`src/rtl/pcseq_pkg.sv`:
```
package pcseq_pkg;
  localparam logic [3:0] OP_STEP  = 4'd0;
  localparam logic [3:0] OP_TEST  = 4'd1;
  localparam logic [3:0] OP_JREL  = 4'd2;
  localparam logic [3:0] OP_JPAGE = 4'd3;
  localparam logic [3:0] OP_JLONG = 4'd4;
  localparam logic [3:0] OP_JTAB  = 4'd5;
  localparam logic [3:0] OP_CALL  = 4'd6;
  localparam logic [3:0] OP_RET   = 4'd7;
  localparam logic [3:0] OP_RETSK = 4'd8;
  localparam logic [3:0] OP_VEC   = 4'd9;

  typedef enum logic [3:0] {
    ST_IDLE, ST_TAB_REQ, ST_TAB_DAT,
    ST_VEC_REQ, ST_VEC_HI, ST_VEC_LO,
    ST_CALL_HI, ST_CALL_FIN,
    ST_RET_REQ, ST_RET_HI, ST_RET_LO
  } seq_state_e;
endpackage

```
`src/rtl/pcseq_target.sv`:
```
module pcseq_target
  import pcseq_pkg::*;
#(
  parameter int PC_W   = 15,
  parameter int PAGE_W = 12
) (
  input  logic [PC_W-1:0] pc,
  input  logic [1:0]      len,
  input  logic [3:0]      op,
  input  logic [PC_W-1:0] imm,
  output logic [PC_W-1:0] seq_pc,
  output logic [PC_W-1:0] direct_pc
);
  localparam int EXT_W = PC_W - 8;

  logic [PC_W-1:0] rel_pc;
  logic [PC_W-1:0] page_pc;

  always_comb begin
    seq_pc  = pc + PC_W'(len);
    rel_pc  = seq_pc + {{EXT_W{imm[7]}}, imm[7:0]};
    page_pc = {seq_pc[PC_W-1:PAGE_W], imm[PAGE_W-1:0]};
    case (op)
      OP_JREL:  direct_pc = rel_pc;
      OP_JPAGE: direct_pc = page_pc;
      OP_JLONG: direct_pc = imm;
      default:  direct_pc = seq_pc;
    endcase
  end
endmodule

```
`src/rtl/pcseq_skip.sv`:
```
module pcseq_skip (
  input  logic clk,
  input  logic rst,
  input  logic arm,
  input  logic consume,
  output logic skip_q
);
  always_ff @(posedge clk) begin
    if (rst)          skip_q <= 1'b0;
    else if (arm)     skip_q <= 1'b1;
    else if (consume) skip_q <= 1'b0;
  end

  // a skipped instruction never arms another skip
  assert_arm_consume_excl_R10: assert property (@(posedge clk) disable iff (rst)
    !(arm && consume));
endmodule

```
`src/rtl/pcseq_ctrl.sv`:
```
module pcseq_ctrl
  import pcseq_pkg::*;
#(
  parameter int PC_W = 15
) (
  input  logic            clk,
  input  logic            rst,
  input  logic            cmd_valid,
  input  logic [3:0]      cmd_op,
  input  logic [PC_W-1:0] cmd_imm,
  input  logic            cmd_cond,
  input  logic [7:0]      acc,
  input  logic [PC_W-1:0] seq_pc,
  input  logic [PC_W-1:0] direct_pc,
  input  logic            skip,
  output logic            skip_arm,
  output logic            skip_consume,
  output logic [PC_W-1:0] pc,
  output logic            busy,
  output logic            pm_rd,
  output logic [PC_W-1:0] pm_addr,
  input  logic [7:0]      pm_data,
  output logic            stk_push,
  output logic            stk_pop,
  output logic [7:0]      stk_wdata,
  input  logic [7:0]      stk_rdata
);
  localparam int HI_W = PC_W - 8;

  seq_state_e      state;
  logic [PC_W-1:0] hold;
  logic [7:0]      hi_byte;
  logic            ret_sk;
  logic            accept;

  assign busy         = (state != ST_IDLE);
  assign accept       = cmd_valid && (state == ST_IDLE);
  assign skip_consume = accept && skip;
  assign skip_arm     = (accept && !skip && cmd_op == OP_TEST && !cmd_cond) ||
                        (state == ST_RET_LO && ret_sk);

  always_ff @(posedge clk) begin
    if (rst) begin
      state     <= ST_IDLE;
      pc        <= '0;
      pm_rd     <= 1'b0;
      pm_addr   <= '0;
      stk_push  <= 1'b0;
      stk_pop   <= 1'b0;
      stk_wdata <= '0;
      hold      <= '0;
      hi_byte   <= '0;
      ret_sk    <= 1'b0;
    end else begin
      pm_rd    <= 1'b0;
      stk_push <= 1'b0;
      stk_pop  <= 1'b0;
      case (state)
        ST_IDLE: if (accept) begin
          if (skip) begin
            pc <= seq_pc;
          end else begin
            case (cmd_op)
              OP_JTAB: begin
                pm_rd   <= 1'b1;
                pm_addr <= {pc[PC_W-1:8], acc};
                state   <= ST_TAB_REQ;
              end
              OP_VEC: begin
                pm_rd   <= 1'b1;
                pm_addr <= {cmd_imm[PC_W-1:1], 1'b0};
                state   <= ST_VEC_REQ;
              end
              OP_CALL: begin
                stk_push  <= 1'b1;
                stk_wdata <= seq_pc[7:0];
                hi_byte   <= 8'(seq_pc[PC_W-1:8]);
                hold      <= cmd_imm;
                state     <= ST_CALL_HI;
              end
              OP_RET, OP_RETSK: begin
                stk_pop <= 1'b1;
                ret_sk  <= (cmd_op == OP_RETSK);
                state   <= ST_RET_REQ;
              end
              default: pc <= direct_pc;
            endcase
          end
        end
        ST_TAB_REQ: state <= ST_TAB_DAT;
        ST_TAB_DAT: begin
          pc[7:0] <= pm_data;
          state   <= ST_IDLE;
        end
        ST_VEC_REQ: begin
          pm_rd   <= 1'b1;
          pm_addr <= pm_addr | PC_W'(1);
          state   <= ST_VEC_HI;
        end
        ST_VEC_HI: begin
          hi_byte <= pm_data;
          state   <= ST_VEC_LO;
        end
        ST_VEC_LO: begin
          pc    <= {hi_byte[HI_W-1:0], pm_data};
          state <= ST_IDLE;
        end
        ST_CALL_HI: begin
          stk_push  <= 1'b1;
          stk_wdata <= hi_byte;
          state     <= ST_CALL_FIN;
        end
        ST_CALL_FIN: begin
          pc    <= hold;
          state <= ST_IDLE;
        end
        ST_RET_REQ: begin
          stk_pop <= 1'b1;
          state   <= ST_RET_HI;
        end
        ST_RET_HI: begin
          hi_byte <= stk_rdata;
          state   <= ST_RET_LO;
        end
        ST_RET_LO: begin
          pc    <= {hi_byte[HI_W-1:0], stk_rdata};
          state <= ST_IDLE;
        end
        default: state <= ST_IDLE;
      endcase
    end
  end

  assert_reset_state_R1: assert property (@(posedge clk)
    rst |=> (pc == '0 && !busy && !pm_rd && !stk_push && !stk_pop));

  assert_skip_quiet_R10: assert property (@(posedge clk) disable iff (rst)
    (accept && skip) |=> (!pm_rd && !stk_push && !stk_pop && !busy));

  assert_tab_keeps_high_R5: assert property (@(posedge clk) disable iff (rst)
    (state == ST_TAB_DAT) |=> (pc[PC_W-1:8] == $past(pc[PC_W-1:8])));

  assert_vec_even_first_R8: assert property (@(posedge clk) disable iff (rst)
    (state == ST_VEC_REQ) |-> (pm_rd && !pm_addr[0]));

  assert_push_pair_R6: assert property (@(posedge clk) disable iff (rst)
    $rose(stk_push) |=> stk_push);

  assert_pop_pair_R7: assert property (@(posedge clk) disable iff (rst)
    $rose(stk_pop) |=> stk_pop);

  assert_pc_frozen_busy_R11: assert property (@(posedge clk) disable iff (rst)
    (state == ST_TAB_REQ || state == ST_VEC_REQ || state == ST_VEC_HI ||
     state == ST_CALL_HI || state == ST_RET_REQ || state == ST_RET_HI)
    |=> $stable(pc));
endmodule

```
`src/rtl/pcseq_top.sv`:
```
module pcseq_top
  import pcseq_pkg::*;
#(
  parameter int PC_W   = 15,
  parameter int PAGE_W = 12
) (
  input  logic            clk,
  input  logic            rst,
  input  logic            cmd_valid,
  input  logic [3:0]      cmd_op,
  input  logic [1:0]      cmd_len,
  input  logic [PC_W-1:0] cmd_imm,
  input  logic            cmd_cond,
  input  logic [7:0]      acc,
  output logic [PC_W-1:0] pc,
  output logic            busy,
  output logic            skip_pending,
  output logic            pm_rd,
  output logic [PC_W-1:0] pm_addr,
  input  logic [7:0]      pm_data,
  output logic            stk_push,
  output logic            stk_pop,
  output logic [7:0]      stk_wdata,
  input  logic [7:0]      stk_rdata
);
  logic [PC_W-1:0] seq_pc;
  logic [PC_W-1:0] direct_pc;
  logic            skip_arm;
  logic            skip_consume;

  pcseq_target #(.PC_W(PC_W), .PAGE_W(PAGE_W)) u_target (
    .pc(pc), .len(cmd_len), .op(cmd_op), .imm(cmd_imm),
    .seq_pc(seq_pc), .direct_pc(direct_pc)
  );

  pcseq_skip u_skip (
    .clk(clk), .rst(rst), .arm(skip_arm), .consume(skip_consume),
    .skip_q(skip_pending)
  );

  pcseq_ctrl #(.PC_W(PC_W)) u_ctrl (
    .clk(clk), .rst(rst),
    .cmd_valid(cmd_valid), .cmd_op(cmd_op), .cmd_imm(cmd_imm),
    .cmd_cond(cmd_cond), .acc(acc),
    .seq_pc(seq_pc), .direct_pc(direct_pc), .skip(skip_pending),
    .skip_arm(skip_arm), .skip_consume(skip_consume),
    .pc(pc), .busy(busy),
    .pm_rd(pm_rd), .pm_addr(pm_addr), .pm_data(pm_data),
    .stk_push(stk_push), .stk_pop(stk_pop),
    .stk_wdata(stk_wdata), .stk_rdata(stk_rdata)
  );
endmodule

```
`config.mk`:
```
export PLATFORM = sky130hd
export DESIGN_NAME = pcseq_top
export DESIGN_NICKNAME = d
export VERILOG_FILES = /design/src/rtl/pcseq_pkg.sv /design/src/rtl/pcseq_target.sv /design/src/rtl/pcseq_skip.sv /design/src/rtl/pcseq_ctrl.sv /design/src/rtl/pcseq_top.sv
export SDC_FILE = /design/constraint.sdc
export NUM_CORES = 1
export LEC_CHECK = 0
export ABC_AREA = 0
export ABC_CLOCK_PERIOD_IN_PS = 5100
export BUFFER_PORTS_ARGS = -buffer_cell sky130_fd_sc_hd__buf_2
export CAP_MARGIN = 20
export CORE_MARGIN = 5
export CORE_UTILIZATION = 40
export CTS_BUF_LIST = sky130_fd_sc_hd__clkbuf_8 sky130_fd_sc_hd__clkbuf_16
export CTS_CLUSTER_DIAMETER = 120
export DETAILED_ROUTE_END_ITERATION = 16
export PLACE_DENSITY_LB_ADDON = 0.3
export SLEW_MARGIN = 20
export SYNTH_ARGS = -nofsm -noshare
export SYNTH_HDL_FRONTEND = slang
export SYNTH_HIERARCHICAL = 1
export SYNTH_SLANG_ARGS = --single-unit
```
`constraint.sdc`:
```
create_clock -name clk -period 5.1 [get_ports clk]
set_input_delay 0.255 -clock clk [delete_from_list [all_inputs] [get_ports clk]]
set_output_delay 0.255 -clock clk [all_outputs]
set_load 0.005 [all_outputs]
```
# ---- Word-level counts from Yosys, hierarchy flattened
# Cells that the tools add are included.
dict set report classes {
  add_sub_neg 2
  eq_ne 25
  muxes 36
  n_bitwise 2
  n_reduce_logical 32
}
# operator n
set op_table {}
lappend op_table {{15-bit two-way mux} 5}
lappend op_table {{15-bit one-hot mux with 2 select lines} 2}
lappend op_table {{8-bit two-way mux} 6}
lappend op_table {{15-bit one-hot mux with 3 select lines} 1}
lappend op_table {{4-bit by 3-bit equality test with 1-bit output, second input constant} 8}
lappend op_table {{8-bit one-hot mux with 4 select lines} 1}
lappend op_table {{4-bit one-hot mux with 7 select lines} 1}
lappend op_table {{8-bit one-hot mux with 3 select lines} 1}
lappend op_table {{7-bit one-hot mux with 3 select lines} 1}
lappend op_table {{4-bit equality test, second input constant} 5}
lappend op_table {{4-bit AND reduction} 5}
lappend op_table {{4-bit by 2-bit equality test with 1-bit output, second input constant} 4}
lappend op_table {{4-bit one-hot mux with 4 select lines} 1}
lappend op_table {{8-bit one-hot mux with 2 select lines} 1}
lappend op_table {{15-bit adder} 1}
lappend op_table {{15-bit by 2-bit adder with 15-bit output} 1}
lappend op_table {{1-bit two-way mux} 11}
lappend op_table {{3-bit AND reduction} 3}
lappend op_table {{4-bit by 1-bit equality test with 1-bit output, second input constant} 2}
lappend op_table {{4-bit two-way mux} 2}
lappend op_table {{2-bit nonzero test} 4}
lappend op_table {{4-bit nonzero test} 2}
lappend op_table {{2-bit OR reduction} 4}
lappend op_table {{1-bit logical AND} 6}
lappend op_table {{12 further kinds} 19}
dict set report word_totals {
  ff_bits 70
  inputBits 49
  out_inout_bits 43
  wordCells 110
}

# ---- Logic depth before layout (Yosys ltp)
dict set report logic_depth {
  word_depth 7
  mapped_depth 18
}

# ---- By module
# Netlist, hierarchy kept.
# mod n_inst cells_each area_per_inst_um2 seq_area_each_um2
set by_module_without_submodules {}
lappend by_module_without_submodules {pcseq_ctrl 1 467 3742.3 1381.3}
lappend by_module_without_submodules {pcseq_target 1 185 1296.2 0.0}
lappend by_module_without_submodules {pcseq_skip 1 4 38.8 20.0}

# ---- Worst setup path before layout
# Ideal clock, no wire load.
dict set report synth_timing {
  kind {register to register}
  startpoint {register u_ctrl.pc[0]}
  endpoint {register u_ctrl.pc[14]}
  setup_ns 0.143
  arrival_ns 3.396
  t_required_ns 4.957
  setup_slack_ns 1.561
  stages_incl_launch_ff 18
  path_buffers 1
  synth_period_minus_slack_ns 3.539
  cell_sequence {dfxtp_1 > ha_1 > fa_1 > nand4_1 > nor3_1 > xor2_1 > ha_1 > clkbuf_1 > a21o_1 > o221a_1 > a221o_1 > a31oi_1 > xnor2_1 > o21ai_1 > a211oi_1 > o22ai_1 > a21oi_1 > a211oi_1}
}
dict set report synth_between {
  elab_chain_cells 7
}
# element line_no
set synth_lines {}
lappend synth_lines {{start: declaration} pcseq_ctrl.sv:18} ;# output logic [PC_W-1:0] pc,
lappend synth_lines {{start signal: assignment} pcseq_ctrl.sv:61} ;# pc <= seq_pc;
lappend synth_lines {{start signal: assignment} pcseq_ctrl.sv:86} ;# default: pc <= direct_pc;
lappend synth_lines {{start signal: assignment} pcseq_ctrl.sv:92} ;# pc[7:0] <= pm_data;
lappend synth_lines {{15-bit by 2-bit adder with 15-bit output} pcseq_target.sv:20} ;# seq_pc = pc + PC_W'(len);
lappend synth_lines {{named net seq_pc[10]} pcseq_top.sv:26} ;# logic [PC_W-1:0] seq_pc;
lappend synth_lines {{15-bit adder} pcseq_target.sv:21} ;# rel_pc = seq_pc + {{EXT_W{imm[7]}}, imm[7:0]};
lappend synth_lines {{15-bit one-hot mux with 3 select lines} pcseq_target.sv:23} ;# case (op)
lappend synth_lines {{named net direct_pc[14]} pcseq_top.sv:27} ;# logic [PC_W-1:0] direct_pc;
lappend synth_lines {{15-bit two-way mux} pcseq_ctrl.sv:63} ;# case (cmd_op)
lappend synth_lines {{15-bit two-way mux} pcseq_ctrl.sv:60} ;# if (skip) begin
lappend synth_lines {{15-bit two-way mux} pcseq_ctrl.sv:59} ;# ST_IDLE: if (accept) begin
lappend synth_lines {{7-bit one-hot mux with 3 select lines} pcseq_ctrl.sv:58} ;# case (state)
# The timed path passes the listed nets, and every way through them passes these cells. The select of a mux whose other input is x is not followed.
# A chain may end at the register's enable or synchronous reset.

# ---- Worst setup path after layout
# Same ends and word-level chain as after synthesis.

==> metrics.md <==
| Metric | Value |
|---|---|
| Hold WC Path Type | input pin to flip-flop |
| Synth Area per Inst | 7.740 um2 |
| Chip Height | 122.7 um |
| Antenna Violating Nets Remaining | 0 |
| PortBufs | 91 |
| Root buffer cell | clkbuf_16 |
| Final min period | 3.954 ns |
| Data arrival time of the critical path | 4.12 ns |
| Reg2reg end | u_ctrl/pc[14] |
| Layout net count | 785 |
| CTS Buf Count | 9 |
| Core footprint | 12,520 um2 |
| Nature of the critical path endpoint | flip-flop |
| Worst-Margin Slew | 1.134 ns |
| Synthesis-to-finish area growth | 15.01% |
| Min-delay src | acc[2] |
| Post-DP HPWL | 13,060 um |
| Final cycle utilization of the critical path | 0.7753 |
| Top_reg_cell synth | dfxtp_1 |
| Worst path cell trace | ha_1 -> fa_1 -> nand4_1 -> nor3_1 -> xor2_1 -> ha_1 -> a21o_1 -> o221a_1 -> a221o_1 -> a31oi_1 -> xnor2_1 -> o21ai_1 -> a211oi_1 -> o22ai_1 -> a21oi_1 -> a211oi_1 |
| Pre-CTS setup slack | 1.205 ns |
| CTS clk-pin slew, worst paths | 0.06 ns |
| Worst path max stage delay | 0.39 ns |
| Synth warn | 6 |
| GR Util met1 | 0.3117 |
| Crit path kind | flip-flop to flip-flop |
| Slack of the worst reg-to-reg path | 1.15 ns |
| Initial antenna violation count | 0 |
| Die width | 122.7 um |
| Number of global-route vias before repair | 4,972 |
| Gate power share | 0.334 |
| Post-synthesis mux area share | 0.06309 |
| Fmax | 0.2529 GHz |
| Via count | 5,268 |
| Post-DP Area | 5570 um2 |
| Num rows | 41 |
| Layout filler cell count | 1,299 |
| Cts repair resizes | 0 |
| Post-synth EDFFs | 0 |
| Worst Path Buf+Inv | 0 |
| H-Tree Level Count | 3 |
| WP depth | 16 |
| Status | completed |
| Most frequent cells in the layout | buf_2, nand2_1, dfxtp_1 |
| Clk_lat worst skew | 0.34 ns |
| Grt met2 use | 0.3639 |
| Longest Clk Path Bufs | 2 |
| Clock sink total | 70 |
| Mapped Area | 5077 um2 |
| Dpl cells | 879 |
| IO Count | 92 |
| Antenna diodes | 0 |
| R2R Path Start | u_ctrl/pc[0] |
| Combinational family with the most area after synthesis | compound AO/OA/AOI/OAI gates |
| Final WL | 17,210 um |
| Max cap viols | 0 |
| Clock Skews | 0.008088 ns |
| Number of synthesized register bits | 70 |
| Simple-gate share of the synthesized area | 0.2255 |
| Final Hold Viols | 0 |
| Commonest non-fill, non-tap cell in the layout | buf_2 |
| Grt peak-use layer | met2 |
| Routability Congestion | 0.9139 |
| Fin. max-slew vios | 0 |
| Synth cell types | 69 |
| Post-synthesis sequential area ratio | 0.2760 |
| Initial core utilization | 0.4056 |
| Number of setup buffers added after CTS | 0 |
| Worst Path Required | 5.27 ns |
| Worst Setup EP | u_ctrl/pc[14] |
| Hold_buf cts | 0 |
| Clk network pwr share | 0.312 |
| Post-Synth Adder-Cell Area | 0.04731 |
| Met3 Track Usage GR | 0.03917 |
| GRT Total Usage | 0.2293 |
| Finished Cell Area | 5839 um2 |
| Compound-Gate Fraction of Synth Area | 0.2839 |
| Share of post-route cells with drive strength above 1 | 0.1812 |
| # DRC | 0 |
| Final setup TNS | 0 ns |
| Iteration-0 DRC Markers | 457 |
| Int Pwr | 0.001175 W |
| Post-Syn Nets | 723 |
| FF-to-FF path depth | 16 |
| First-pass GRT wire length | 26,520 um |
| Async set or reset register ratio after synthesis | 0 |
| Vias/cell | 5.886 |
| GRT overflow | 0 |
| Switching portion of total power | 0.3553 |
| First-pass detailed-route iteration total | 7 |
| Rel. slew slack | 0.2440 |
| Startpoint Class | flip-flop |
| Die area | 15,050 um2 |
| CTS tree | yes |
| Largest net degree at the start of global routing | 56 |
| Critical Path Start | u_ctrl/pc[0] |
| Worst setup margin | 1.146 ns |
| Lkg Pwr | 2.305 nW |
| Slowest stage cell, crit path | ha_1 |
| Peak supply drop | 0.1442 mV |
| Seq pwr share | 0.353 |
| Worst Path Max Fanout | 8 |
| Routed wire length per instance | 19.23 um |
| Kind of cell adding the most delay to the critical path | compound AO/OA/AOI/OAI gates |
| RSZ-0062 raised after global routing | false |
| Cells after Synth | 656 |
| Final setup fails | 0 |
| P_sw | 0.0006477 W |
| Non-Filler Instances | 895 |
| Synth Area in XOR/XNOR | 0.03967 |
| P per Cell Area | 312.2 nW/um2 |
power by group through the flow:
stage                     sequential (W)  clock (W)  combinational (W)
after detailed placement        0.000654          0           0.000603
final                           0.000644   0.000570           0.000610
after global placement          0.000653          0           0.000592
after floorplan                 0.000630          0           0.000448
after global routing            0.000650   0.000609           0.000670
after CTS                       0.000643   0.000581           0.000606
cell usage after synthesis (16+ instances only):
cell type | instances | area [um2]
inv_1 | 28 | 105.1
o22ai_1 | 16 | 100.1
o21ai_0 | 28 | 140.1
nor2b_1 | 17 | 106.4
mux2i_1 | 32 | 320.3
a21oi_1 | 39 | 195.2
ha_1 | 16 | 200.2
nor2_1 | 53 | 198.9
a211oi_1 | 28 | 210.2
clkbuf_1 | 26 | 97.59
dfxtp_1 | 70 | 1401
nand2_1 | 82 | 307.8
cells by family (layout without fill, tap and decap cells):
logic type	Yosys count	count (layout)
simple gates	226	226
compound gates	212	212
buf+inv	75	142
flops	70	70
mux	32	32
xor+xnor	23	23
fa+ha+maj	18	18
how the worst min path moves through the flow:
stage / endpoint / slack [ns] / cells past startpoint
global placement: u_ctrl/pm_addr[3] / 0.43 / 2
global route: u_ctrl/hold[12] / 0.20 / 3
detailed placement: u_ctrl/pm_addr[3] / 0.44 / 2
floorplan: u_skip/skip_q / 0.32 / 1
finish: u_ctrl/pm_addr[2] / 0.20 / 3
CTS: u_ctrl/hold[13] / 0.19 / 3
state kept, by name, summed over array words and instances, names as in the netlist:
| signal | count |
|---|---|
| u_ctrl/pm_rd | 1 |
| u_ctrl/hold | 15 |
| u_skip/skip_q | 1 |
| u_ctrl/stk_pop | 1 |
| u_ctrl/pc | 15 |
| u_ctrl/hi_byte | 8 |
| u_ctrl/ret_sk | 1 |
| u_ctrl/stk_push | 1 |
| u_ctrl/stk_wdata | 8 |
| u_ctrl/pm_addr | 15 |
| u_ctrl/state | 4 |
final cells by class:
class	instances	area, um2	share of cell area
multi-input cells	511	3348	0.5734
flip-flops and latches	70	1401	0.2400
repair buffers	96	493.0	0.08442
clock buffers	10	239.0	0.04093
well taps	172	215.2	0.03685
inverters	30	112.6	0.01928
clock inverters	6	30.03	0.005142
routing by layer:
metal  wire, um  share of wire  up-vias
met3       1276          0.074       43
li1           -              -     2515
met1       7498           0.44     2483
met5          0              0        -
met4        510          0.030        0
met2       7927           0.46      227
through the flow:
stage / total power (W) / hold slack, ns / utilization
floorplan: 0.001078 / 0.3174 / -
finish: 0.001823 / 0.1982 / 0.4665
global route: 0.001929 / 0.1995 / 0.4665
CTS: 0.001830 / 0.1905 / 0.4665
global placement: 0.001245 / 0.4303 / 0.4450
detailed placement: 0.001257 / 0.4388 / 0.4450
worst register-to-register path, cell delays in order (launching register included):
cell and delay, ns:
dfxtp_1 0.36, ha_1 0.19, fa_1 0.24, nand4_1 0.30, nor3_1 0.30, xor2_1 0.30, ha_1 0.39, a21o_1 0.22
o221a_1 0.22, a221o_1 0.30, a31oi_1 0.17, xnor2_1 0.14, o21ai_1 0.08, a211oi_1 0.25, o22ai_1 0.10, a21oi_1 0.14
a211oi_1 0.08
Power figures use the tool's default switching activity.
